## src/rtl/hdlc_rx_pkg.sv

```systemverilog
package hdlc_rx_pkg;

    typedef enum logic [1:0] {
        END_GOOD     = 2'b00,
        END_ABORT    = 2'b01,
        END_MISALIGN = 2'b10
    } end_stat_e;

    // Per-bit classification produced by the line detector
    typedef struct packed {
        logic push;        // bit is candidate frame content
        logic dbit;        // value of that bit
        logic flag;        // closing zero of a flag seen
        logic abort;       // seventh consecutive one seen
        logic frame_end;   // flag while a frame is open
        logic frame_abort; // abort while a frame is open
    } line_ev_t;

    typedef struct packed {
        logic [7:0] data;
        logic       sof;
        logic       eof;
        end_stat_e  stat;
        logic       short_f;
    } rx_byte_t;

    // Complete a partial byte of nbits received bits (held in the top bits)
    function automatic logic [7:0] pad_byte(input logic [7:0] part,
                                            input logic [2:0] nbits,
                                            input logic       fill);
        logic [7:0] r;
        r = part;
        for (int i = 0; i < 8; i++) begin
            if (i < 8 - int'(nbits)) r = {fill, r[7:1]};
        end
        return r;
    endfunction

endpackage

```

## src/rtl/hdlc_rx_linedet.sv

```systemverilog
module hdlc_rx_linedet
    import hdlc_rx_pkg::*;
#(
    parameter int IDLE_ONES = 15
) (
    input  logic     clk,
    input  logic     rst,
    input  logic     rx_bit,
    output line_ev_t ev,
    output logic     idle
);
    localparam int OW = $clog2(IDLE_ONES + 1);

    logic [OW-1:0] ones_q;
    logic          in_frame_q;
    logic          seen_abort_q;
    logic          five, six, many;

    always_comb begin
        five           = (ones_q == OW'(5));
        six            = (ones_q == OW'(6));
        many           = (ones_q >= OW'(6));
        ev.dbit        = rx_bit;
        ev.flag        = !rx_bit && six;
        ev.abort       = rx_bit && six;
        ev.frame_end   = in_frame_q && ev.flag;
        ev.frame_abort = in_frame_q && ev.abort;
        ev.push        = in_frame_q && (rx_bit ? !many : !(five || six));
    end

    always_ff @(posedge clk) begin
        if (rst) begin
            ones_q       <= '0;
            in_frame_q   <= 1'b0;
            seen_abort_q <= 1'b0;
        end else begin
            if (!rx_bit)                       ones_q <= '0;
            else if (ones_q != OW'(IDLE_ONES)) ones_q <= ones_q + 1'b1;
            if (ev.flag) begin
                in_frame_q   <= 1'b1;
                seen_abort_q <= 1'b0;
            end else if (ev.abort) begin
                in_frame_q   <= 1'b0;
                seen_abort_q <= 1'b1;
            end
        end
    end

    assign idle = !in_frame_q && seen_abort_q && (ones_q == OW'(IDLE_ONES));

    // a frame can only open on the closing zero of a flag
    assert_open_on_zero_R1: assert property (@(posedge clk) disable iff (rst)
        $rose(in_frame_q) |-> !$past(rx_bit));

    // idle is only reported right after a received one
    assert_idle_after_one_R8: assert property (@(posedge clk) disable iff (rst)
        idle |-> $past(rx_bit));

endmodule

```

## src/rtl/hdlc_rx_bitdelay.sv

```systemverilog
module hdlc_rx_bitdelay #(
    parameter int DEPTH = 7
) (
    input  logic clk,
    input  logic rst,
    input  logic clr,
    input  logic push,
    input  logic dbit,
    output logic exit_vld,
    output logic exit_bit
);
    localparam int CW = $clog2(DEPTH + 1);

    logic [DEPTH-1:0] line_q;
    logic [CW-1:0]    cnt_q;

    assign exit_vld = push && (cnt_q == CW'(DEPTH));
    assign exit_bit = line_q[0];

    always_ff @(posedge clk) begin
        if (rst) begin
            line_q <= '0;
            cnt_q  <= '0;
        end else if (clr) begin
            cnt_q  <= '0;
        end else if (push) begin
            line_q <= {dbit, line_q[DEPTH-1:1]};
            if (cnt_q != CW'(DEPTH)) cnt_q <= cnt_q + 1'b1;
        end
    end

endmodule

```

## src/rtl/hdlc_rx_assemble.sv

```systemverilog
module hdlc_rx_assemble
    import hdlc_rx_pkg::*;
#(
    parameter int   MIN_BYTES = 4,
    parameter logic FILL_BIT  = 1'b1
) (
    input  logic     clk,
    input  logic     rst,
    input  logic     bit_vld,
    input  logic     bit_val,
    input  logic     flag,
    input  logic     frame_end,
    input  logic     frame_abort,
    output rx_byte_t out,
    output logic     out_vld
);
    localparam int BW = $clog2(MIN_BYTES + 1);

    logic [7:0]    asm_q, asm_d, held_q, held_d, pad_q, pad_d, nb;
    logic [2:0]    acnt_q, acnt_d;
    logic          held_v_q, held_v_d, sof_pend_q, sof_pend_d;
    logic          pad_pend_q, pad_pend_d, pad_sof_q, pad_sof_d;
    logic [BW-1:0] bcnt_q, bcnt_d, bcnt_inc;
    logic          short_now;
    rx_byte_t      out_q, out_d;
    logic          vld_q, vld_d;

    always_comb begin
        asm_d      = asm_q;
        acnt_d     = acnt_q;
        held_d     = held_q;
        held_v_d   = held_v_q;
        sof_pend_d = sof_pend_q;
        bcnt_d     = bcnt_q;
        pad_pend_d = 1'b0;
        pad_d      = pad_q;
        pad_sof_d  = pad_sof_q;
        out_d      = '0;
        vld_d      = 1'b0;
        nb         = {bit_val, asm_q[7:1]};
        short_now  = (int'(bcnt_q) + 1) < MIN_BYTES;
        bcnt_inc   = (bcnt_q == BW'(MIN_BYTES)) ? bcnt_q : bcnt_q + 1'b1;

        if (pad_pend_q) begin
            vld_d         = 1'b1;
            out_d.data    = pad_q;
            out_d.sof     = pad_sof_q;
            out_d.eof     = 1'b1;
            out_d.stat    = END_MISALIGN;
            out_d.short_f = short_now;
            bcnt_d        = '0;
        end else if (frame_end) begin
            if (acnt_q == 3'd0) begin
                if (held_v_q) begin
                    vld_d         = 1'b1;
                    out_d.data    = held_q;
                    out_d.sof     = sof_pend_q;
                    out_d.eof     = 1'b1;
                    out_d.stat    = END_GOOD;
                    out_d.short_f = short_now;
                end
                bcnt_d = '0;
            end else begin
                if (held_v_q) begin
                    vld_d      = 1'b1;
                    out_d.data = held_q;
                    out_d.sof  = sof_pend_q;
                    bcnt_d     = bcnt_inc;
                    pad_sof_d  = 1'b0;
                end else begin
                    pad_sof_d  = sof_pend_q;
                end
                pad_pend_d = 1'b1;
                pad_d      = pad_byte(asm_q, acnt_q, FILL_BIT);
            end
            held_v_d   = 1'b0;
            acnt_d     = '0;
            sof_pend_d = 1'b1;
        end else if (frame_abort) begin
            if (held_v_q || acnt_q != 3'd0) begin
                vld_d         = 1'b1;
                out_d.data    = held_v_q ? held_q : pad_byte(asm_q, acnt_q, FILL_BIT);
                out_d.sof     = sof_pend_q;
                out_d.eof     = 1'b1;
                out_d.stat    = END_ABORT;
                out_d.short_f = short_now;
            end
            bcnt_d     = '0;
            held_v_d   = 1'b0;
            acnt_d     = '0;
            sof_pend_d = 1'b0;
        end else if (flag) begin
            bcnt_d     = '0;
            held_v_d   = 1'b0;
            acnt_d     = '0;
            sof_pend_d = 1'b1;
        end else if (bit_vld) begin
            if (acnt_q == 3'd7) begin
                if (held_v_q) begin
                    vld_d      = 1'b1;
                    out_d.data = held_q;
                    out_d.sof  = sof_pend_q;
                    sof_pend_d = 1'b0;
                    bcnt_d     = bcnt_inc;
                end
                held_d   = nb;
                held_v_d = 1'b1;
                acnt_d   = '0;
            end else begin
                asm_d  = nb;
                acnt_d = acnt_q + 1'b1;
            end
        end
    end

    always_ff @(posedge clk) begin
        if (rst) begin
            asm_q      <= '0;
            acnt_q     <= '0;
            held_q     <= '0;
            held_v_q   <= 1'b0;
            sof_pend_q <= 1'b0;
            bcnt_q     <= '0;
            pad_pend_q <= 1'b0;
            pad_q      <= '0;
            pad_sof_q  <= 1'b0;
            out_q      <= '0;
            vld_q      <= 1'b0;
        end else begin
            asm_q      <= asm_d;
            acnt_q     <= acnt_d;
            held_q     <= held_d;
            held_v_q   <= held_v_d;
            sof_pend_q <= sof_pend_d;
            bcnt_q     <= bcnt_d;
            pad_pend_q <= pad_pend_d;
            pad_q      <= pad_d;
            pad_sof_q  <= pad_sof_d;
            out_q      <= out_d;
            vld_q      <= vld_d;
        end
    end

    assign out     = out_q;
    assign out_vld = vld_q;

    // the padded tail slot is never contended by line events
    assert_pad_quiet_R4: assert property (@(posedge clk) disable iff (rst)
        pad_pend_q |-> !(bit_vld || flag || frame_end || frame_abort));

    // an end marker is followed by a cycle without a byte
    assert_eof_gap_R10: assert property (@(posedge clk) disable iff (rst)
        (vld_q && out_q.eof) |=> !vld_q);

    // short marking only on a delivered last byte
    assert_short_on_eof_R7: assert property (@(posedge clk) disable iff (rst)
        out_q.short_f |-> (vld_q && out_q.eof));

endmodule

```

## src/rtl/hdlc_rx_deframer.sv

```systemverilog
module hdlc_rx_deframer
    import hdlc_rx_pkg::*;
#(
    parameter int   IDLE_ONES = 15,
    parameter int   MIN_BYTES = 4,
    parameter logic FILL_BIT  = 1'b1
) (
    input  logic       clk,
    input  logic       rst,
    input  logic       rx_bit_i,
    output logic [7:0] byte_o,
    output logic       byte_vld_o,
    output logic       sof_o,
    output logic       eof_o,
    output logic [1:0] status_o,
    output logic       short_o,
    output logic       idle_o
);
    // zero plus six ones of a closing flag enter the content path
    localparam int FLAG_TAIL = 7;

    line_ev_t ev;
    logic     exit_vld, exit_bit;
    rx_byte_t rb;
    logic     rb_vld;

    hdlc_rx_linedet #(.IDLE_ONES(IDLE_ONES)) u_linedet (
        .clk    (clk),
        .rst    (rst),
        .rx_bit (rx_bit_i),
        .ev     (ev),
        .idle   (idle_o)
    );

    hdlc_rx_bitdelay #(.DEPTH(FLAG_TAIL)) u_delay (
        .clk      (clk),
        .rst      (rst),
        .clr      (ev.flag | ev.abort),
        .push     (ev.push),
        .dbit     (ev.dbit),
        .exit_vld (exit_vld),
        .exit_bit (exit_bit)
    );

    hdlc_rx_assemble #(.MIN_BYTES(MIN_BYTES), .FILL_BIT(FILL_BIT)) u_asm (
        .clk         (clk),
        .rst         (rst),
        .bit_vld     (exit_vld),
        .bit_val     (exit_bit),
        .flag        (ev.flag),
        .frame_end   (ev.frame_end),
        .frame_abort (ev.frame_abort),
        .out         (rb),
        .out_vld     (rb_vld)
    );

    assign byte_o     = rb.data;
    assign byte_vld_o = rb_vld;
    assign sof_o      = rb.sof;
    assign eof_o      = rb.eof;
    assign status_o   = rb.stat;
    assign short_o    = rb.short_f;

    // idle never coincides with a delivered byte
    assert_idle_no_byte_R8: assert property (@(posedge clk) disable iff (rst)
        idle_o |-> !byte_vld_o);

endmodule

```

## config.mk

```make
export PLATFORM = sky130hd
export DESIGN_NAME = hdlc_rx_deframer
export DESIGN_NICKNAME = d
export VERILOG_FILES = /design/src/rtl/hdlc_rx_pkg.sv /design/src/rtl/hdlc_rx_linedet.sv /design/src/rtl/hdlc_rx_bitdelay.sv /design/src/rtl/hdlc_rx_assemble.sv /design/src/rtl/hdlc_rx_deframer.sv
export SDC_FILE = /design/constraint.sdc
export NUM_CORES = 1
export LEC_CHECK = 0
export CAP_MARGIN = 20
export CORE_MARGIN = 10
export CORE_UTILIZATION = 25
export DETAILED_ROUTE_END_ITERATION = 10
export DONT_BUFFER_PORTS = 1
export PLACE_DENSITY_LB_ADDON = 0.12
export SYNTH_ARGS = -nofsm -noshare
export SYNTH_HDL_FRONTEND = slang
export SYNTH_SLANG_ARGS = --single-unit
```

## constraint.sdc

```tcl
create_clock -name clk -period 4 [get_ports clk]
set_clock_uncertainty 0.1 [all_clocks]
set_input_delay 0.8 -clock clk [delete_from_list [all_inputs] [get_ports clk]]
set_output_delay 0.8 -clock clk [all_outputs]
set_load 0.005 [all_outputs]
```

==> results.md, run 1 <==
* RSZ-0062 raised after global routing: false
* Max-slew violation count at 0
* Antenna-violating nets left at 0
* Maximum buffer depth of the clock tree at 2
* Largest fanout of any net on the critical path at 11
* XOR/XNOR Fraction of Synth Area at 1.71%
* Remaining Overflow, GRT at 0
* TritonCTS clock tree: done
* Vertical extent of the die at 137 um
* Max-cap check violation count at 0
* Status: finished clean
* Count of boundary I/O pins at 18
* Vias in the first global route at 2,762
* LEAKAGE at 1.38 nW
* Number of rows created at floorplan at 42
* Finished Core Util at 28.8%
* Share of cells above drive strength 1 at 10.1%
* CTS Hold Buffers Added at 0
* Power density of the placed cells at 357 nW/um2
* Clock latency on the worst-skew pair at 340 ps
* Post-cts gate resize count at 0
* Dpl cells at 557
* Cell family contributing the most delay on the critical path: compound AO/OA/AOI/OAI gates
* Worst slew slack as a fraction of its limit at 54.6%
* Post-synthesis share of cell area spent on full adders, half adders and majority gates at 4.36%
* Syn Std Cell Area at 3440 um2
* Placeable core area at 13,300 um2
* Register clock-pin slew on the reported worst setup and hold paths at 60 ps
* Maximum level of the CTS H-tree at 3
* Avg WL per Cell at 15.7 um
* Longest individual stage delay on the worst path at 610 ps
* Overall power consumption at 1.37 mW
* EDFF count, synth at 0
* Overall die width at 137 um
* Share of synthesized flip-flops with an asynchronous set or reset at 0%
* Ordered list of cells on the worst path: inv_1 -> ha_1 -> nor2b_2 -> nor3_4 -> or2_0 -> a222oi_1 -> o22ai_1 -> a21oi_1 -> o31ai_1
* Global-route total usage across every layer at 10.1%
* Number of antenna violations at the first check in global routing at 0
* Share of the yosys chip area belonging to registers at 37.2%
* Dominant combinational cell family by area after synthesis: compound AO/OA/AOI/OAI gates
* Post-synthesis share of cell area spent on and, or, nand and nor gates at 21.4%
* Clock root buffer: sky130_fd_sc_hd__clkbuf_16
* Post-synthesis compound-gate area fraction at 21.5%
* Remaining design rule violation count at 0
* CP Data Arrival Time at 3230 ps
* Fin nets at 407
* Most frequently used flop master after synthesis: sky130_fd_sc_hd__dfxtp_1
* Post-layout minimum cycle time at 3120 ps
* Vias/cell at 4.97
* Req. time, crit path at 4110 ps
* Final hold violations at 0
* Number of antenna cells inserted at 0
* Number of cells on the worst hold path at 2
* Multiplexer fraction of the synthesized cell area at 8.47%
* FF+latch count, synth at 64
* Pin count of the biggest net entering global routing at 52
* Total vias in the final route at 2,842
* IO Port Bufs at 0
* Post-CTS setup buffer count at 0
* Critical path capture point type: flip-flop
* Peak clock frequency supported by timing at 0.321 GHz
* Final RePlAce weighted congestion at 0.889
* Critical path launch point type: flip-flop
* Number of clock sinks seen by CTS at 64
* Warnings, synthesis at 0
* Die Footprint at 18,900 um2
* Wire length of the first global-routing pass at 14,900 um
* Mapped Nets at 415
* DRT Pass-1 Iters at 7
* Number of instances in the synthesized netlist at 400
* Crit-path slowest cell: sky130_fd_sc_hd__ha_1
* Synthesis-to-finish area growth at 11.9%
* Tcrit/Tclk final at 77.9%
* Count of different cell masters after synthesis at 71
* CTS buffer count at 9
* Total of endpoints with negative setup slack in the final report at 0
* Buffers plus inverters on the worst setup path at 1
* Worst IR Drop VDD at 0.187 mV
* Setup tns final at 0 ps
* Mean post-synth cell area at 8.61 um2
* Worst-case reg-to-reg path depth at 9
* Number of stages on the worst setup path at 9
* Starting utilization of the core area at 25.8%
* Type of the setup path with the least slack: flip-flop to flip-flop
* Post-DP HPWL at 6490 um
* Worst hold-check path type: flip-flop to flip-flop
* Non-filler cells in the finished layout at 572
* Slew at the pin closest to its max-slew limit at 680 ps
* Wirelength, routed at 8990 um
* Count of routing violations after the opening detailed-route iteration at 115
cell usage in the layout, fill, tap and decap left out, types with 10 or more instances in the layout:
| master | n |
|---|---|
| sky130_fd_sc_hd__dfxtp_1 | 64 |
| sky130_fd_sc_hd__a21oi_1 | 18 |
| sky130_fd_sc_hd__nor2_1 | 65 |
| sky130_fd_sc_hd__nor3_1 | 10 |
| sky130_fd_sc_hd__ha_1 | 12 |
| sky130_fd_sc_hd__nand2_1 | 29 |
| sky130_fd_sc_hd__mux2i_1 | 28 |
| sky130_fd_sc_hd__o21ai_0 | 12 |
| sky130_fd_sc_hd__inv_1 | 15 |
layout make-up:
class                   instances  area (um2)
clock inverters                 3        17.5
clock buffers                  12         256
well taps                     176         220
fillers                      1464        9500
inverters                      16        60.1
multi-input cells             297        1980
repair buffers                  4        30.0
flip-flops and latches         64        1280
worst register-to-register path, cell delays in order, from the launching register on:
cell and delay [ps]:
sky130_fd_sc_hd__dfxtp_1 470, sky130_fd_sc_hd__inv_1 180, sky130_fd_sc_hd__ha_1 610, sky130_fd_sc_hd__nor2b_2 350
sky130_fd_sc_hd__nor3_4 90, sky130_fd_sc_hd__or2_0 250, sky130_fd_sc_hd__a222oi_1 480, sky130_fd_sc_hd__o22ai_1 120
sky130_fd_sc_hd__a21oi_1 240, sky130_fd_sc_hd__o31ai_1 120
cells in the mapped netlist (4+ instances only):
| library cell | n | share of area [%] |
|---|---|---|
| sky130_fd_sc_hd__a211oi_1 | 5 | 1.1 |
| sky130_fd_sc_hd__a21oi_1 | 18 | 2.6 |
| sky130_fd_sc_hd__a22oi_1 | 9 | 2.0 |
| sky130_fd_sc_hd__a31oi_1 | 4 | 0.73 |
| sky130_fd_sc_hd__buf_2 | 5 | 0.73 |
| sky130_fd_sc_hd__buf_4 | 4 | 0.87 |
| sky130_fd_sc_hd__clkbuf_1 | 11 | 1.2 |
| sky130_fd_sc_hd__dfxtp_1 | 64 | 37 |
| sky130_fd_sc_hd__ha_1 | 12 | 4.4 |
| sky130_fd_sc_hd__inv_1 | 15 | 1.6 |
| sky130_fd_sc_hd__mux2i_1 | 28 | 8.1 |
| sky130_fd_sc_hd__nand2_1 | 29 | 3.2 |
| sky130_fd_sc_hd__nand2b_1 | 6 | 1.1 |
| sky130_fd_sc_hd__nand3_1 | 9 | 1.3 |
| sky130_fd_sc_hd__nand3b_1 | 4 | 0.87 |
| sky130_fd_sc_hd__nor2_1 | 65 | 7.1 |
| sky130_fd_sc_hd__nor3_1 | 10 | 1.5 |
| sky130_fd_sc_hd__o211ai_1 | 6 | 1.3 |
| sky130_fd_sc_hd__o21ai_0 | 12 | 1.7 |
| sky130_fd_sc_hd__o21ai_1 | 4 | 0.58 |
| sky130_fd_sc_hd__o22ai_1 | 4 | 0.73 |
cells by family after synthesis:
family	count (synthesis)
AO/OA/AOI/OAI	100
XOR/XNOR	5
adder cells (fa/ha/maj)	12
buffers and inverters	39
flip-flops	64
multiplexers	29
AND/OR/NAND/NOR	151
flip-flops by register name, summed over array words and instances, names as in the netlist:
name,count
u_asm.out,13
u_asm.asm_q,8
u_asm.held_q,8
u_asm.pad_q,8
u_delay.line_q,7
u_linedet.ones_q,4
u_asm.acnt_q,3
u_asm.bcnt_q,3
u_delay.cnt_q,3
u_asm.held_v_q,1
u_asm.out_vld,1
u_asm.pad_pend_q,1
u_asm.pad_sof_q,1
u_asm.sof_pend_q,1
u_linedet.in_frame_q,1
u_linedet.seen_abort_q,1
where the power goes:
group	internal, mW	switching, mW	total (mW)
sequential	0.639	0.00164	0.641
combinational	0.00335	0.00360	0.00695
clock	0.447	0.280	0.726
total	1.09	0.285	1.37
per-layer routing:
layer | GRT usage [%] | wire, um | up-vias
li1 | - | - | 1423
met1 | 13.1 | 4440 | 1353
met2 | 15.3 | 3960 | 54
met3 | 2.73 | 437 | 12
met4 | 4.39 | 155 | 0
met5 | 0 | 0 | -
per-stage QoR:
step | area (um2) | hold slack, ps | setup slack, ps
after detailed placement | 3580 | 332 | 948
final | 3850 | 339 | 882
after floorplan | 3440 | 316 | 1230
after CTS | 3850 | 340 | 924
after global routing | 3850 | 368 | 654
after global placement | 3580 | 329 | 982
path summary, 6_finish.rpt:
check / from / endpoint / slack, ps
worst max-delay path: u_asm.acnt_q[0] / u_asm.out[5] / 880
worst min-delay path: u_asm.pad_q[5] / u_asm.out[10] / 340
worst max register to register: u_asm.acnt_q[0] / u_asm.out[5] / 880
worst min register to register: u_asm.pad_q[5] / u_asm.out[10] / 340
No activity file was read; power rests on OpenSTA's default activity.
==> run 2, diff against run 1 <==
==> constraint.sdc (replaced) <==
create_clock -name clk -period 2.6 [get_ports clk]
set_clock_uncertainty 0.1 [all_clocks]
set_input_delay 0.52 -clock clk [delete_from_list [all_inputs] [get_ports clk]]
set_output_delay 0.52 -clock clk [all_outputs]
set_load 0.005 [all_outputs]
==> run 2 against run 1 <==
  * Total power is 52% higher
  * Critical path depth is 1 higher
  * Global-route usage grew 0.77 points
  * Routed wire length grew 8.4%
  * Setup slack worse by 780 ps
  * Utilization increased by 2.5 points
  * Clock power increased by 50%
  * Largest power group unchanged
  * Critical path type unchanged
  * Die area is the same
==> results.md, run 2 (synthesized netlist as in run 1, its figures left out) <==
* Status: finished clean
* CTS Hold Buffers Added at 0 (unchanged)
* Critical path capture point type: flip-flop
* Most frequent cells in the layout: 64 x sky130_fd_sc_hd__nor2_1, 61 x sky130_fd_sc_hd__dfxtp_1, 39 x sky130_fd_sc_hd__buf_4, 29 x sky130_fd_sc_hd__nand2_1, 28 x sky130_fd_sc_hd__mux2i_1
* Global-route total usage across every layer at 10.8% (+0.77 points)
* Switching share of total power at 20.7% (about the same)
* Wire length of the first global-routing pass at 16,100 um (+8.1%)
* Count of routing violations after the opening detailed-route iteration at 172 (+50%)
* Vertical extent of the die at 137 um (unchanged)
* Internal cell power at 1.66 mW (+52%)
* Overall die width at 137 um (unchanged)
* Source of the worst register-to-register timing path: u_asm.acnt_q[0]
* Crit-path slowest cell: sky130_fd_sc_hd__or3_1
* Most common cell after layout, fill and taps aside: sky130_fd_sc_hd__nor2_1
* Critical path launch point type: flip-flop
* Remaining design rule violation count at 0 (unchanged)
* Remaining Overflow, GRT at 0 (unchanged)
* Overall power consumption at 2.09 mW (+52%)
* Vias/cell at 4.91 (-1.3%)
* Register clock-pin slew on the reported worst setup and hold paths at 50 ps (about the same)
* Max-slew violation count at 0 (unchanged)
* Count of boundary I/O pins at 18 (unchanged)
* Final RePlAce weighted congestion at 0.915 (+3.0%)
* Die Footprint at 18,900 um2 (unchanged)
* Dpl cells at 588 (+5.6%)
* Slew at the pin closest to its max-slew limit at 633 ps (-47.6 ps)
* Min-delay src: rst
* IO Port Bufs at 0 (unchanged)
* Sequential fraction of design power at 47.1% (+0.5 points)
* CTS buffer count at 9 (unchanged)
* Number of rows created at floorplan at 42 (unchanged)
* Fin nets at 442 (+8.6%)
* Synthesis-to-finish area growth at 21.7%
* Req. time, crit path at 2760 ps (-1350 ps)
* Layout fillers at 1,429 (-2.4%)
* Post-layout minimum cycle time at 2490 ps (-624 ps)
* Longest individual stage delay on the worst path at 360 ps (-250 ps)
* Worst IR Drop VDD at 0.292 mV (+56%)
* Clock latency on the worst-skew pair at 330 ps (about the same)
* Final hold violations at 0 (unchanged)
* Power density of the placed cells at 499 nW/um2 (+40%)
* DRT Pass-1 Iters at 4 (-3)
* Number of antenna cells inserted at 0 (unchanged)
* Post-DP HPWL at 7120 um (+9.8%)
* Worst slew slack as a fraction of its limit at 57.8% (+3.2 points)
* Avg WL per Cell at 16.0 um (+2.0%)
* Number of antenna violations at the first check in global routing at 0 (unchanged)
* Switch Pwr at 0.433 mW (+52%)
* Type of the setup path with the least slack: flip-flop to flip-flop
* Portion of total power attributed to combinational logic at 0.6% (about the same)
* Share of cells above drive strength 1 at 19.9% (+9.8 points)
* Maximum level of the CTS H-tree at 3 (unchanged)
* Largest fanout of any net on the critical path at 5 (-6)
* Total of endpoints with negative setup slack in the final report at 0 (unchanged)
* Total vias in the final route at 2,983 (+5.0%)
* LEAKAGE at 1.56 nW (+13%)
* TritonCTS clock tree: done
* Starting utilization of the core area at 25.8% (unchanged)
* Peak clock frequency supported by timing at 0.401 GHz (+25%)
* Max-cap check violation count at 0 (unchanged)
* Ordered list of cells on the worst path: inv_1 -> ha_2 -> buf_4 -> xnor2_4 -> a22oi_1 -> o21a_1 -> o2111ai_1 -> o41ai_1 -> or3_1 -> a21oi_1
* Relative contribution of the clock network to total power at 52.3% (-0.6 points)
* Wirelength, routed at 9750 um (+8.4%)
* Tcrit/Tclk final at 95.9% (+18 points)
* Non-filler cells in the finished layout at 608 (+6.3%)
* CP Data Arrival Time at 2660 ps (-570 ps)
* Pin count of the biggest net entering global routing at 52 (unchanged)
* Maximum buffer depth of the clock tree at 2 (unchanged)
* Number of clock sinks seen by CTS at 64 (unchanged)
* Launch point of the worst path: u_asm.acnt_q[0]
* Clock root buffer: sky130_fd_sc_hd__clkbuf_16
* Vias in the first global route at 2,919 (+5.7%)
* Antenna-violating nets left at 0 (unchanged)
* Placeable core area at 13,300 um2 (unchanged)
* Worst hold-check path type: input port to flip-flop
* Max FFs per register at 13 (unchanged)
## run 2: area by class of cell
class	instances	area, um2	share of cell area (%)
clock inverter	3	17.5	0.418
timing repair buffer	39	293	6.99
inverter	16	60.1	1.43
tap	176	220	5.26
clock buffer	13	250	5.97
multi-input combinational	297	2060	49.3
sequential	64	1280	30.7
## run 2: worst paths after layout
kind         depth (start not counted)         endpoint  slack (ps)
max                                 10   u_asm.pad_q[4]         110
min                                  1  u_asm.acnt_q[2]         160
max reg2reg                         10   u_asm.pad_q[4]         110
min reg2reg                          2    u_asm.out[10]         340
## run 2: per-stage QoR
step	setup TNS, ps	worst slack, ps	instance area, um2	utilization, %	hold WS [ps]
finish	0	106	4190	31.4	161
global route	-16.8	-9.82	4190	31.4	151
CTS	0	58.3	4090	30.7	144
detailed placement	-45.1	-45.1	3820	28.6	341
global placement	0	8.46	3820	28.6	331
floorplan	0	49.3	3460	-	316
## run 2: worst max-delay path, delay by kind of cell, from the launching register on
family                     cells  cell delay, ps
xor gates and xnor gates       1             210
buffers and inverters          2             290
and+or+nand+nor                1             360
DFF                            1             310
AOI/OAI and AO/OA              5             860
adders and majority gates      1             300
## run 2: timing repair
item	in CTS	in global routing
endpoints found under the setup margin	2	20
setup buffers	0	4
resized for setup	1	12
endpoints found under the hold margin	0	0
pin swaps	0	4
## run 2: power groups by stage
stage,Sequential (mW),Clock (mW),Combinational [mW]
2_1_floorplan,1.01,0,0.0203
3_3_place_gp,1.01,0,0.0133
3_5_place_dp,1.01,0,0.0134
4_1_cts,0.984,1.14,0.0135
5_1_grt,0.984,1.18,0.0152
6_report,0.984,1.09,0.0134
## run 2: metal layers
metal  track usage (%)  up-vias  wire length [um]
met5                 0        -                 0
li1                  -     1501                 -
met4              3.34        0               136
met3              2.80       14               433
met1              14.1     1398              4710
met2              17.1       70              4470
==> run 3, diff against run 2 <==
==> constraint.sdc (replaced) <==
create_clock -name clk -period 2.6 [get_ports clk]
set_clock_uncertainty 0.1 [all_clocks]
set_input_delay 0.13 -clock clk [delete_from_list [all_inputs] [get_ports clk]]
set_output_delay 0.13 -clock clk [all_outputs]
set_load 0.005 [all_outputs]
==> run 3 against run 2 <==
  * Die area unchanged
  * Utilization rose by 0.16 points
  * Design area rose by 0.51%
  * Sequential cell count is the same
  * Via count grew 0.91%
  * Largest cell class unchanged
  * Count of clock-buffer cells in the layout unchanged
  * Clock power hardly changed
==> results.md, run 3 (synthesized netlist as in run 1, its figures left out) <==
* Crit-path slowest cell: sky130_fd_sc_hd__or3_1
* Worst slew slack as a fraction of its limit at 58.3% (+0.46 points)
* CP Data Arrival Time at 2660 ps (about the same)
* Most common cell after layout, fill and taps aside: sky130_fd_sc_hd__nor2_1
* Peak clock frequency supported by timing at 0.402 GHz (+0.15%)
* Count of routing violations after the opening detailed-route iteration at 189 (+9.9%)
* Antenna-violating nets left at 0 (unchanged)
* Share of cells above drive strength 1 at 19.4% (-0.46 points)
* TritonCTS clock tree: done
* Finished Core Util at 31.5% (+0.16 points)
* Ordered list of cells on the worst path: inv_1 -> ha_2 -> buf_4 -> xnor2_4 -> a22oi_1 -> o21a_1 -> o2111ai_1 -> o41ai_1 -> or3_1 -> a21oi_1
* Dpl cells at 588 (unchanged)
* CTS buffer count at 9 (unchanged)
* Req. time, crit path at 2770 ps (about the same)
* IO Port Bufs at 0 (unchanged)
* Wirelength, routed at 9880 um (+1.4%)
* Count of boundary I/O pins at 18 (unchanged)
* Global-route total usage across every layer at 11.0% (+0.16 points)
* Vias/cell at 4.95 (+0.91%)
* Tcrit/Tclk final at 95.8% (-0.14 points)
* Total of endpoints with negative setup slack in the final report at 0 (unchanged)
* Max-cap check violation count at 0 (unchanged)
* Most frequent cells in the layout: 65 x sky130_fd_sc_hd__nor2_1, 61 x sky130_fd_sc_hd__dfxtp_1, 37 x sky130_fd_sc_hd__buf_4, 29 x sky130_fd_sc_hd__nand2_1, 28 x sky130_fd_sc_hd__mux2i_1
* Switch Pwr at 0.449 mW (+3.6%)
* Slew at the pin closest to its max-slew limit at 626 ps (-6.86 ps)
* Longest individual stage delay on the worst path at 360 ps (about the same)
* Portion of total power attributed to combinational logic at 1.5% (+0.9 points)
* Remaining design rule violation count at 0 (unchanged)
* Post-DP HPWL at 7120 um (unchanged)
* Final hold violations at 0 (unchanged)
* Maximum buffer depth of the clock tree at 2 (unchanged)
* Non-filler cells in the finished layout at 608 (unchanged)
* Worst IR Drop VDD at 0.290 mV (-0.54%)
* Number of clock sinks seen by CTS at 64 (unchanged)
* Internal cell power at 1.66 mW (+0.25%)
* DRT Pass-1 Iters at 4 (unchanged)
* Die Footprint at 18,900 um2 (unchanged)
* Final RePlAce weighted congestion at 0.915 (unchanged)
* Remaining Overflow, GRT at 0 (unchanged)
* Clock latency on the worst-skew pair at 330 ps (about the same)
* Relative contribution of the clock network to total power at 51.8% (-0.5 points)
* Maximum level of the CTS H-tree at 3 (unchanged)
* Fin nets at 442 (unchanged)
* Max-slew violation count at 0 (unchanged)
* Post-layout minimum cycle time at 2490 ps (-3.69 ps)
* Overall die width at 137 um (unchanged)
* Power density of the placed cells at 501 nW/um2 (+0.44%)
* Total vias in the final route at 3,010 (+0.91%)
* Worst hold-check path type: input port to flip-flop
* Register clock-pin slew on the reported worst setup and hold paths at 60 ps (about the same)
* Critical path launch point type: flip-flop
* Starting utilization of the core area at 25.8% (unchanged)
* Wire length of the first global-routing pass at 16,300 um (+1.2%)
* Type of the setup path with the least slack: flip-flop to flip-flop
* Placeable core area at 13,300 um2 (unchanged)
* Number of antenna violations at the first check in global routing at 0 (unchanged)
* Largest fanout of any net on the critical path at 5 (unchanged)
* Vias in the first global route at 2,935 (+0.55%)
* Switching share of total power at 21.3% (+0.55 points)
* Avg WL per Cell at 16.3 um (+1.4%)
* Status: finished clean
* Max FFs per register at 13 (unchanged)
* Vertical extent of the die at 137 um (unchanged)
* Clock root buffer: sky130_fd_sc_hd__clkbuf_16
* LEAKAGE at 1.57 nW (+0.41%)
* Synthesis-to-finish area growth at 22.3%
* Number of antenna cells inserted at 0 (unchanged)
* Sequential fraction of design power at 46.6% (-0.5 points)
* Pin count of the biggest net entering global routing at 51 (-1.9%)
* Critical path capture point type: flip-flop
* Number of rows created at floorplan at 42 (unchanged)
[run 3: cell types whose count changed in the layout (fill, tap and decap cells not counted), sizes merged]
cell,before,now
buf,39,38
dlygate4sd3,0,1
[run 3: worst max-delay path: cells and delay by family (launching register included)]
family	cells	cell delay [ps]
compound gates	5	870
xor+xnor	1	210
fa+ha+maj	1	300
buf+inv	2	280
flops	1	310
simple gates	1	360
[run 3: path summary, 6_finish.rpt]
kind	from	to	slack (ps)	cells past startpoint
worst max-delay path	u_asm.acnt_q[0]	u_asm.pad_q[4]	110	10
worst min-delay path	rst	u_delay.line_q[6]	20	2
worst max register to register	u_asm.acnt_q[0]	u_asm.pad_q[4]	110	10
worst min register to register	u_asm.pad_q[5]	u_asm.out[10]	340	2
[run 3: area by class of cell]
class | count | area (um2)
Clock buffer | 13 | 250
Multi-Input combinational cell | 297 | 2070
Sequential cell | 64 | 1280
Inverter | 16 | 60.1
Tap cell | 176 | 220
Fill cell | 1424 | 9140
Timing Repair Buffer | 39 | 308
Clock inverter | 3 | 17.5
[run 3: power by group through the flow]
stage,logic (mW),clock network [mW],registers (mW)
floorplan,0.0203,0,1.01
global placement,0.0133,0,1.01
detailed placement,0.0134,0,1.01
CTS,0.0326,1.14,0.984
global route,0.0359,1.18,0.984
finish,0.0319,1.09,0.984
[run 3: stage by stage]
| stage | TNS [ps] | instance area [um2] | setup WS [ps] | power (mW) | hold WS, ps |
|---|---|---|---|---|---|
| 6_report | 0 | 4210 | 110 | 2.11 | 20.1 |
| 2_1_floorplan | 0 | 3460 | 49.3 | 1.03 | 238 |
| 3_5_place_dp | -45.1 | 3820 | -45.1 | 1.02 | 110 |
| 5_1_grt | -12.0 | 4210 | -9.82 | 2.20 | 26.9 |
| 4_1_cts | 0 | 4120 | 58.3 | 2.16 | 12.9 |
| 3_3_place_gp | 0 | 3820 | 8.46 | 1.02 | 107 |
[run 3: what timing repair did]
item / CTS / global route
setup endpoints to repair: 2 / 21
cloned: 0 / 0
hold buffers: 2 / 0
hold endpoints to repair: 57 / 0
gates resized for setup: 1 / 12
pin swaps: 0 / 3
setup buffers: 0 / 2
[run 3: layer usage]
metal  GRT usage (%)  wire [um]  vias up
met5               0          0        -
met4            3.34        133        0
met3            2.80        525       14
met2            17.3       4530       76
met1            14.4       4700     1416
li1                -          -     1504
